==> src/rtl/ccw_chk_pkg.sv <==
package ccw_chk_pkg;
  typedef enum logic [2:0] {
    OC_CONTINUE = 3'd0,
    OC_DONE     = 3'd1,
    OC_SUSPEND  = 3'd2,
    OC_INVALID  = 3'd3,
    OC_UNSUPP   = 3'd4,
    OC_CNTERR   = 3'd5
  } outcome_e;

  typedef enum logic [2:0] {
    CL_BAD   = 3'd0,
    CL_JUMP  = 3'd1,
    CL_NOP   = 3'd2,
    CL_SENSE = 3'd3,
    CL_IDENT = 3'd4,
    CL_OTHER = 3'd5
  } cls_e;

  localparam int FB_DCHAIN  = 7;
  localparam int FB_CCHAIN  = 6;
  localparam int FB_NOLEN   = 5;
  localparam int FB_SUSPEND = 1;

  localparam logic [7:0] OP_JUMP  = 8'h08;
  localparam logic [7:0] OP_NOP   = 8'h03;
  localparam logic [7:0] OP_SENSE = 8'h04;
  localparam logic [7:0] OP_IDENT = 8'hE4;
endpackage

==> src/rtl/ccw_rule_eval.sv <==
module ccw_rule_eval
  import ccw_chk_pkg::*;
#(
  parameter int ADDR_W    = 32,
  parameter int CNT_W     = 16,
  parameter int SENSE_LEN = 32,
  parameter int IDENT_LEN = 40,
  parameter int STRIDE    = 8
) (
  input  cls_e              cls,
  input  logic [7:0]        flags,
  input  logic [CNT_W-1:0]  count,
  input  logic [ADDR_W-1:0] cur_addr,
  input  logic [ADDR_W-1:0] data_addr,
  input  logic              prev_jump,
  output outcome_e          outc,
  output logic [ADDR_W-1:0] nxt,
  output logic              lc,
  output logic [CNT_W-1:0]  resid,
  output logic              hist_we,
  output logic              hist_d
);
  localparam logic [CNT_W-1:0]  SLEN = CNT_W'(SENSE_LEN);
  localparam logic [CNT_W-1:0]  ILEN = CNT_W'(IDENT_LEN);
  localparam logic [ADDR_W-1:0] STEP = ADDR_W'(STRIDE);

  logic             is_buf;
  logic [CNT_W-1:0] need;

  assign is_buf = (cls == CL_SENSE) || (cls == CL_IDENT);
  assign need   = (cls == CL_IDENT) ? ILEN : SLEN;
  assign lc     = !(flags[FB_NOLEN] && !flags[FB_DCHAIN]);

  always_comb begin
    outc    = OC_DONE;
    nxt     = '0;
    resid   = '0;
    hist_we = 1'b0;
    hist_d  = 1'b0;
    if (cls == CL_BAD) begin
      outc = OC_INVALID;
    end else if (flags[FB_SUSPEND]) begin
      outc = OC_SUSPEND;
    end else if (cls == CL_JUMP) begin
      if (prev_jump || flags[FB_CCHAIN] || flags[FB_DCHAIN]) begin
        outc = OC_INVALID;
      end else begin
        outc    = OC_CONTINUE;
        nxt     = data_addr;
        hist_we = 1'b1;
        hist_d  = 1'b1;
      end
    end else if (cls == CL_OTHER) begin
      outc = OC_UNSUPP;
    end else if (is_buf && lc && (count != need)) begin
      outc = OC_CNTERR;
    end else begin
      hist_we = 1'b1;
      hist_d  = 1'b0;
      if (is_buf && (count > need)) resid = count - need;
      if (flags[FB_CCHAIN]) begin
        outc = OC_CONTINUE;
        nxt  = cur_addr + STEP;
      end else begin
        outc = OC_DONE;
      end
    end
  end
endmodule

==> config.mk <==
export PLATFORM = sky130hd
export DESIGN_NAME = ccw_rule_eval
export DESIGN_NICKNAME = d
export VERILOG_FILES = /design/src/rtl/ccw_chk_pkg.sv /design/src/rtl/ccw_rule_eval.sv
export SDC_FILE = /design/constraint.sdc
export NUM_CORES = 1
export LEC_CHECK = 0
export BUFFER_PORTS_ARGS = -buffer_cell sky130_fd_sc_hd__buf_2
export CORE_ASPECT_RATIO = 2
export CORE_UTILIZATION = 30
export DETAILED_ROUTE_END_ITERATION = 8
export PLACE_DENSITY = 0.7
export SLEW_MARGIN = 0
export SYNTH_ARGS = -nofsm -noshare
export SYNTH_HDL_FRONTEND = slang
export SYNTH_SLANG_ARGS = --single-unit
==> constraint.sdc <==
create_clock -name vclk -period 3.06
set_input_delay 0.459 -clock vclk [all_inputs]
set_output_delay 0.459 -clock vclk [all_outputs]
set_load 0.05 [all_outputs]
-- Word-level counts from Yosys, hierarchy flattened
Cells that the tools add are included.
- register bits after elaboration: 0
- input bits: 92
- word-level logic and storage cells: 48
- $add $sub $neg: 2
- order comparisons: 1
- eq/ne operators: 5
- muxes and demuxes: 30
- reduce and logical (&&, ||, !) cells: 10
- operator list (operator ; count):
    $mux W32 ; 7
    $mux W16 ; 6
    $add A32 B4 Y32 const B ; 1
    $gt A16 B6 Y1 ; 1
    $ne A16 B6 Y1 ; 1
    $sub A16 B6 Y16 ; 1
    $mux W3 ; 5
    $mux W1 ; 10
    $eq A3 B3 Y1 const B ; 2
    $logic_and A1 B1 Y1 ; 4
    $mux W4 ; 1
    $eq A3 B1 Y1 const B ; 1
    $eq A3 B2 Y1 const B ; 1
    $logic_not A3 Y1 ; 1
    $logic_or A1 B1 Y1 ; 3
    $logic_not A1 Y1 ; 2
    $mux W2 ; 1

-- Longest topological paths before layout
Gate-level depths: netlist of the first run.
- depth after elaboration: 10
- gate-level depth with buffers: 10
- depth with buffers taken out: 8

-- Least setup slack after synthesis of the first run
OpenSTA, ideal clock, no wires.
- path type: in2out
- start point: input cls[0]
- end point: output nxt[12]
- data arrival time: 3.031 ns
- setup slack: -0.430 ns
- stages on the path: 9
- cell sequence: nand2b_1 > nor2_1 > ha_1 > nor4b_1 > nand4_1 > o211ai_2 > nand4b_1 > buf_2 > o21ai_0
- longest elaborated chain between the ends: 9
- elaborated cells between the ends (all ways): 15
- RTL lines (item ; RTL line ; RTL):
    from (decl) ; ccw_rule_eval.sv:10 ; input cls_e cls,
    $eq A3 B3 Y1 or $eq A3 B2 Y1 (tied branches) ; ccw_rule_eval.sv:30, ccw_rule_eval.sv:31 ;
    $mux W4 or $logic_or A1 B1 Y1 (tied branches) ; ccw_rule_eval.sv:31, ccw_rule_eval.sv:30 ;
    $ne A16 B6 Y1 or $logic_and A1 B1 Y1 (tied branches) ; ccw_rule_eval.sv:55 ; end else if (is_buf && lc && (count != need)) begin
    $logic_and A1 B1 Y1 ; ccw_rule_eval.sv:55 ;
    $mux W32 ; ccw_rule_eval.sv:55 ;
    $mux W32 ; ccw_rule_eval.sv:53 ; end else if (cls == CL_OTHER) begin
    $mux W32 ; ccw_rule_eval.sv:44 ; end else if (cls == CL_JUMP) begin
    $mux W32 ; ccw_rule_eval.sv:42 ; end else if (flags[FB_SUSPEND]) begin
    $mux W32 * ; ccw_rule_eval.sv:40 ; if (cls == CL_BAD) begin
    to (decl) ; ccw_rule_eval.sv:17 ; output logic [ADDR_W-1:0] nxt,
Mark *: on every way between the ends. The rest lies on a longest branch, timed or not.

-- Worst setup path in the final report of the first run
- start point: input cls[0]
- end point: output resid[12]
- longest elaborated chain between the ends: 10
- elaborated cells between the ends (all ways): 19
- RTL lines (item ; RTL line ; RTL):
    $eq A3 B3 Y1 ; ccw_rule_eval.sv:30, ccw_rule_eval.sv:31 ;
    $mux W4 ; ccw_rule_eval.sv:31 ; assign need = (cls == CL_IDENT) ? ILEN : SLEN;
    $gt A16 B6 Y1 ; ccw_rule_eval.sv:60 ; if (is_buf && (count > need)) resid = count - need;
    $logic_and A1 B1 Y1 ; ccw_rule_eval.sv:60 ;
    $mux W16 ; ccw_rule_eval.sv:60 ;
    $mux W16 ; ccw_rule_eval.sv:55 ;
    $mux W16 ; ccw_rule_eval.sv:53 ;
    $mux W16 ; ccw_rule_eval.sv:44 ;
    $mux W16 ; ccw_rule_eval.sv:42 ;
    $mux W16 * ; ccw_rule_eval.sv:40 ;
    to (decl) ; ccw_rule_eval.sv:19 ; output logic [CNT_W-1:0] resid,
Marked as above.

==> results of run 1 <==
[worst max-delay path, stage by stage]
cell,delay [ps]
buf_2,100
nand2b_4,130
nor2_2,160
ha_1,270
nor4b_2,170
nand4_1,110
a21oi_1,80
or4b_4,540
buf_6,160
nor2_1,90
clkbuf_4,230
[stage by stage]
step                      total power [mW]  utilization  setup slack (ps)  cells
after global routing                 0.330        0.551              5.91    440
after detailed placement             0.288        0.509              -107    437
after floorplan                      0.166            -              -129    238
after global placement               0.285        0.509             -23.6    437
final                                0.308        0.551              81.3    440
after CTS                            0.290        0.512              2.15    437
[worst max path at each step]
stage / to / slack (ps) / from / cells after the start
6_report: resid[12] / 80 / cls[0] / 11
5_1_grt: resid[4] / 6 / cls[0] / 11
3_5_place_dp: resid[11] / -110 / cls[0] / 11
4_1_cts: nxt[6] / 2 / cls[0] / 11
2_1_floorplan: resid[10] / -130 / cls[0] / 10
3_3_place_gp: resid[11] / -20 / cls[0] / 11
[repair_timing]
item | CTS | global route
gates cloned | 0 | 2
setup endpoints to repair | 49 | 49
resized for setup | 5 | 76
pin swaps | 0 | 5
buffers inserted | 0 | 1
hold buffers | 0 | 0
[metal layers]
| metal | up-vias | track usage | part of all wire |
|---|---|---|---|
| met5 | - | 0 | 0 |
| met4 | 0 | 0.0171 | 0.026 |
| met2 | 113 | 0.456 | 0.59 |
| met3 | 14 | 0.0231 | 0.074 |
| met1 | 961 | 0.152 | 0.31 |
| li1 | 1113 | - | - |
[logic make-up after synthesis]
family	Yosys count	synth area share
simple gates	130	0.483
compound gates	46	0.189
buf+inv	22	0.0719
fa+ha+maj	3	0.0266
xor+xnor	37	0.230
[cells in the final DEF, fill, tap and decap left out, drive strengths merged, types with 3 or more instances in the layout]
cell type / n
buf: 138
nand2: 50
o21ai: 33
nor2: 29
xnor2: 24
clkbuf: 18
nor3: 14
inv: 13
xor2: 13
nand3: 7
nor4: 6
nand4: 5
nand2b: 4
a21oi: 4
and3: 3
ha: 3
[power by group through the flow]
stage                     clock, mW  sequential [mW]  combinational [mW]
after floorplan                   0                0               0.166
after global placement            0                0               0.285
after detailed placement          0                0               0.288
after CTS                         0                0               0.290
after global routing              0                0               0.330
final                             0                0               0.308
[final cells by class]
class              instances  area, um^2  share of cell area
inverters                 13        48.8              0.0194
multi-input cells        216        1420               0.566
well taps                 55        68.8              0.0274
repair buffers           156         973               0.388
==> results.ini, run 1 <==
[placed_design]
gp_congestion = 0.773
dp_hpwl_mm = 4.48
portBuffers = 142
place_area_mm2 = 0.00232

[routing]
wirelength_mm = 5.59
first_iter_violations = 22
vias_per_cell = 5.00
vias = 2201
first_pass_iters = 5
route.detailed.drc = 0
drtAntennaViolNets = 0
avgRoutedWirePerCell_um = 12.7

[floorplan]
ios = 146
die_x_um = 50.5
core_mm2 = 0.00455
num_rows = 35
fp.dieArea_mm2 = 0.00500
start_util = 0.310
die_h_um = 99.0

[pwr]
combPwrFrac = 1.000
seq_power_share = 0
p_int_uw = 120
switchingPower_uw = 188
p_per_area_mw_per_mm2 = 123
peakVddDrop_v = 0.0000677
leakage_nw = 1.19
p_clk_frac = 0
swShare = 0.611

[yosys]
syn_nets = 333
synth_cell_type_count = 42
yosysTopAreaCell = xnor2_1
avgSynthCellArea_um2 = 5.92
yosys-top-cells-area = xnor2_1 (15%), nand2_1 (13%), o21ai_1 (9.2%)
synth_top_cell_area_share = 0.149
yosysSeqAreaShare = 0
netlist_area_mm2 = 0.00141
synth_most_common_cell = nand2_1
synth_common_cells = nand2_1 (50), nor2_1 (29), o21ai_1 (26)
ys_warn_count = 0
synthesis.instances = 238

[sta]
finalSetupViolCount = 0
post-route-min-period_ps = 2980
tightest_slew_ps = 629
slew-limit-headroom = 0.579
finalHoldViolCount = 0
holdWs_ps = 1250
tns_ps = 0
slew_viol_final = 0
period_share = 0.973
fmax_mhz = 336
rsz0062_at_grt = false

[run]
drv_cap = 0

[grt]
grt_max_degree = 34
antenna_found_initial = 0
overflow = 0
grt_pass1_wl_mm = 7.91
first_global_vias = 1985
track_usage = 0.194

[worst_hold_path]
hold_end = nxt[6]
hp-class = input pin to output pin
holdCritStartpoint = data_addr[6]
hold_depth = 4

[finish]
seq_area_um2 = 0
nets = 482
antenna_cells = 0
syn_to_final_growth_pct = 78.1
clkbuf_count = 0
seq_cells = 0
fin_area_mm2 = 0.00251
drive_gt1_frac = 0.506
n_fill_cell = 482

[status]
status = completed

[worst_setup_path]
cp-start-kind = input pin
critPathRequiredTime_ps = 2600
crit_fanout = 8
crit_type = input pin to output pin
cp.arrival_ps = 2520
end_kind = output pin

No activity file was read; power rests on OpenSTA's default activity.
==> inputs of run 2 (changes only) <==
CORE_UTILIZATION = 31   (was 30)
PLACE_DENSITY = 0.72   (was 0.7)
==> results.ini, run 2 (synthesis gave the netlist of run 1 again) <==
[sta]
finalHoldViolCount = 0
fmax_mhz = 335
rsz0062_at_grt = false
tightest_slew_ps = 557
holdWs_ps = 1270
post-route-min-period_ps = 2980
slew-limit-headroom = 0.629
tns_ps = 0
finalSetupViolCount = 0
fin_ws_ps = 78.6
period_share = 0.974
slew_viol_final = 0

[routing]
first_pass_iters = 4
vias_per_cell = 5.05
wirelength_mm = 5.52
drtAntennaViolNets = 0
vias = 2217
avgRoutedWirePerCell_um = 12.6
route.detailed.drc = 0
first_iter_violations = 23

[floorplan]
die_h_um = 97.4
start_util = 0.325
ios = 146
fp.dieArea_mm2 = 0.00484
die_x_um = 49.7
core_mm2 = 0.00434
num_rows = 34

[worst_hold_path]
holdCritStartpoint = data_addr[25]
hold_depth = 4
hp-class = input pin to output pin

[grt]
first_global_vias = 2207
grt_pass1_wl_mm = 8.73
overflow = 0
track_usage = 0.216
grt_max_degree = 34
antenna_found_initial = 0

[finish]
layout_common_cells = buf_2 (99), nand2_1 (50), nor2_1 (27), clkbuf_4 (27), xnor2_1 (24)
stdcell_count = 439
syn_to_final_growth_pct = 76.8
clkbuf_count = 0
seq_area_um2 = 0
seq_cells = 0
n_fill_cell = 434
fin_util = 0.575
nets = 482
mostFrequentLayoutCell = buf_2
antenna_cells = 0
drive_gt1_frac = 0.506

[worst_setup_path]
crit_type = input pin to output pin
crit_end = resid[11]
cp-startpoint = cls[0]
cp-start-kind = input pin
end_kind = output pin
crit_fanout = 8
cp.arrival_ps = 2520
critPathRequiredTime_ps = 2600

[status]
status = completed

[run]
drv_cap = 0

[pwr]
leakage_nw = 1.18
p_per_area_mw_per_mm2 = 123
peakVddDrop_v = 0.0000727

[placed_design]
dp_cells = 438
dp_hpwl_mm = 4.51
portBuffers = 142
gp_congestion = 0.781
place_ws_ps = -45.2

[cts]
hold_buffers = 0

## run 2: worst min path at each step
stage                     to  slack [ps]
floorplan             nxt[3]        1080
global placement    resid[1]        1290
detailed placement  resid[1]        1300
CTS                  nxt[19]        1290
global route        resid[1]        1290
finish               nxt[25]        1270
## run 2: critical path: stages
cell and delay, ps:
buf_2 100, nand2b_4 130, nor2_2 160, ha_1 270
nor4b_2 170, nand4_1 110, a21oi_1 80, or4b_4 530
buf_6 160, a21oi_1 120, buf_4 210
## run 2: layout make-up
class	count	area [um^2]	area share
multi-input combinational	216	1420	0.569
timing repair buffer	156	958	0.384
tap	54	67.6	0.0271
inverter	13	48.8	0.0196
## run 2: what timing repair did
action / 4_1_cts / 5_1_grt
buffers inserted: 0 / 0
pin swaps: 0 / 3
endpoints found under the setup margin: 49 / 49
endpoints found under the hold margin: 0 / 0
gates cloned: 0 / 1
gates resized for setup: 4 / 65
## run 2: report_power, final
group | switching (mW) | internal (mW) | leakage, nW
Sequential | 0 | 0 | 0
Combinational | 0.189 | 0.117 | 1.18
Clock | 0 | 0 | 0
Total | 0.189 | 0.117 | 1.18
## run 2: layer usage
layer,vias up,wire length (um),track usage
li1,1114,-,-
met1,977,1770,0.181
met2,112,3250,0.479
met3,14,365,0.0250
met4,0,139,0.0505
met5,-,0,0
## run 2: per-stage QoR
step / power, mW / area [um^2]
finish: 0.306 / 2490
global placement: 0.289 / 2330
global route: 0.327 / 2490
floorplan: 0.166 / 1490
CTS: 0.294 / 2340
detailed placement: 0.292 / 2330
==> inputs of run 3 (changes only) <==
CORE_MARGIN = 5   (was default)
clock period = 3 ns   (was 3.06 ns; I/O delays follow)
==> results.ini, run 3 (synthesis gave the netlist of run 1 again) <==
[sta]
holdWs_ps = 1230
rsz0062_at_grt = true
period_share = 0.987
tightest_slew_ps = 522
tns_ps = 0
fmax_mhz = 338
slew_viol_final = 0
post-route-min-period_ps = 2960
finalHoldViolCount = 0
finalSetupViolCount = 0
slew-limit-headroom = 0.652

[routing]
first_iter_violations = 63
wirelength_mm = 6.56
vias = 2305
avgRoutedWirePerCell_um = 14.8
route.detailed.drc = 0
drtAntennaViolNets = 0
first_pass_iters = 4
vias_per_cell = 5.20

[pwr]
p_per_area_mw_per_mm2 = 126
peakVddDrop_v = 0.0000708
power_uw = 337
leakage_nw = 1.25

[finish]
nets = 486
n_fill_cell = 395
seq_area_um2 = 0
mostFrequentLayoutCell = buf_2
seq_cells = 0
drive_gt1_frac = 0.527
clkbuf_count = 0
layout_common_cells = buf_2 (93), nand2_1 (50), buf_4 (39)
syn_to_final_growth_pct = 89.5
antenna_cells = 0
fin_area_mm2 = 0.00267

[worst_setup_path]
crit_fanout = 16
critPathSlowestCell = ha_1
crit_path_max_incr_delay_ps = 320
cp_num_buf_inv = 4
crit_type = input pin to output pin
critPathRequiredTime_ps = 2550
path_delay_family = simple AND/OR/NAND/NOR gates
crit_chain = buf_2 -> nand2b_4 -> nor2_4 -> ha_1 -> nor4b_4 -> nand4_1 -> o211ai_2 -> nand4b_1 -> buf_4 -> buf_12 -> o21ai_1 -> buf_6
end_kind = output pin
cp.arrival_ps = 2510
cp-start-kind = input pin

[grt]
grt_max_degree = 34
overflow = 0
track_usage = 0.187
antenna_found_initial = 0
first_global_vias = 2254
grt_pass1_wl_mm = 9.62

[placed_design]
portBuffers = 142
gp_congestion = 0.909
place_area_mm2 = 0.00234
dp_hpwl_mm = 5.00

[floorplan]
die_x_um = 57.7
fp.dieArea_mm2 = 0.00608
die_h_um = 105
start_util = 0.322
core_mm2 = 0.00438
num_rows = 34
ios = 146

[cts]
hold_buffers = 0

[worst_hold_path]
hp-class = input pin to output pin

[run]
drv_cap = 0

[status]
status = completed

==> run 3: worst paths after layout <==
check	from	endpoint	slack (ps)	cells past startpoint
min	data_addr[30]	nxt[30]	1230	4
max	cls[0]	nxt[21]	40	12
==> run 3: cell type report <==
type	count	area [um^2]	share of cell area
inverter	13	48.8	0.0183
timing repair buffer	160	1100	0.410
multi-input combinational	216	1460	0.546
tap	54	67.6	0.0253
==> run 3: where the power goes <==
group	switching, mW	total, mW	internal (mW)	leakage (nW)
registers	0	0	0	0
logic	0.203	0.337	0.134	1.25
clock network	0	0	0	0
==> run 3: layer usage <==
layer | part of all wire | vias up | routed length (um) | track usage
li1 | - | 1126 | - | -
met1 | 0.32 | 1035 | 2070 | 0.176
met2 | 0.57 | 128 | 3710 | 0.386
met3 | 0.091 | 16 | 598 | 0.0306
met4 | 0.027 | 0 | 178 | 0.0498
met5 | 0 | - | 0 | 0
==> run 3: repair_timing <==
action | CTS | global route
setup endpoints to repair | 49 | 49
pin swaps | 4 | 4
gates resized for setup | 55 | 34
setup buffers | 0 | 1
gates cloned | 1 | 2
==> run 3: stage by stage <==
| stage | setup slack (ps) | utilization | instances |
|---|---|---|---|
| finish | 40.2 | 0.610 | 443 |
| global route | -112 | 0.610 | 443 |
| CTS | 2.67 | 0.569 | 440 |
| detailed placement | -134 | 0.534 | 439 |
| global placement | -135 | 0.534 | 439 |
| floorplan | -171 | - | 238 |
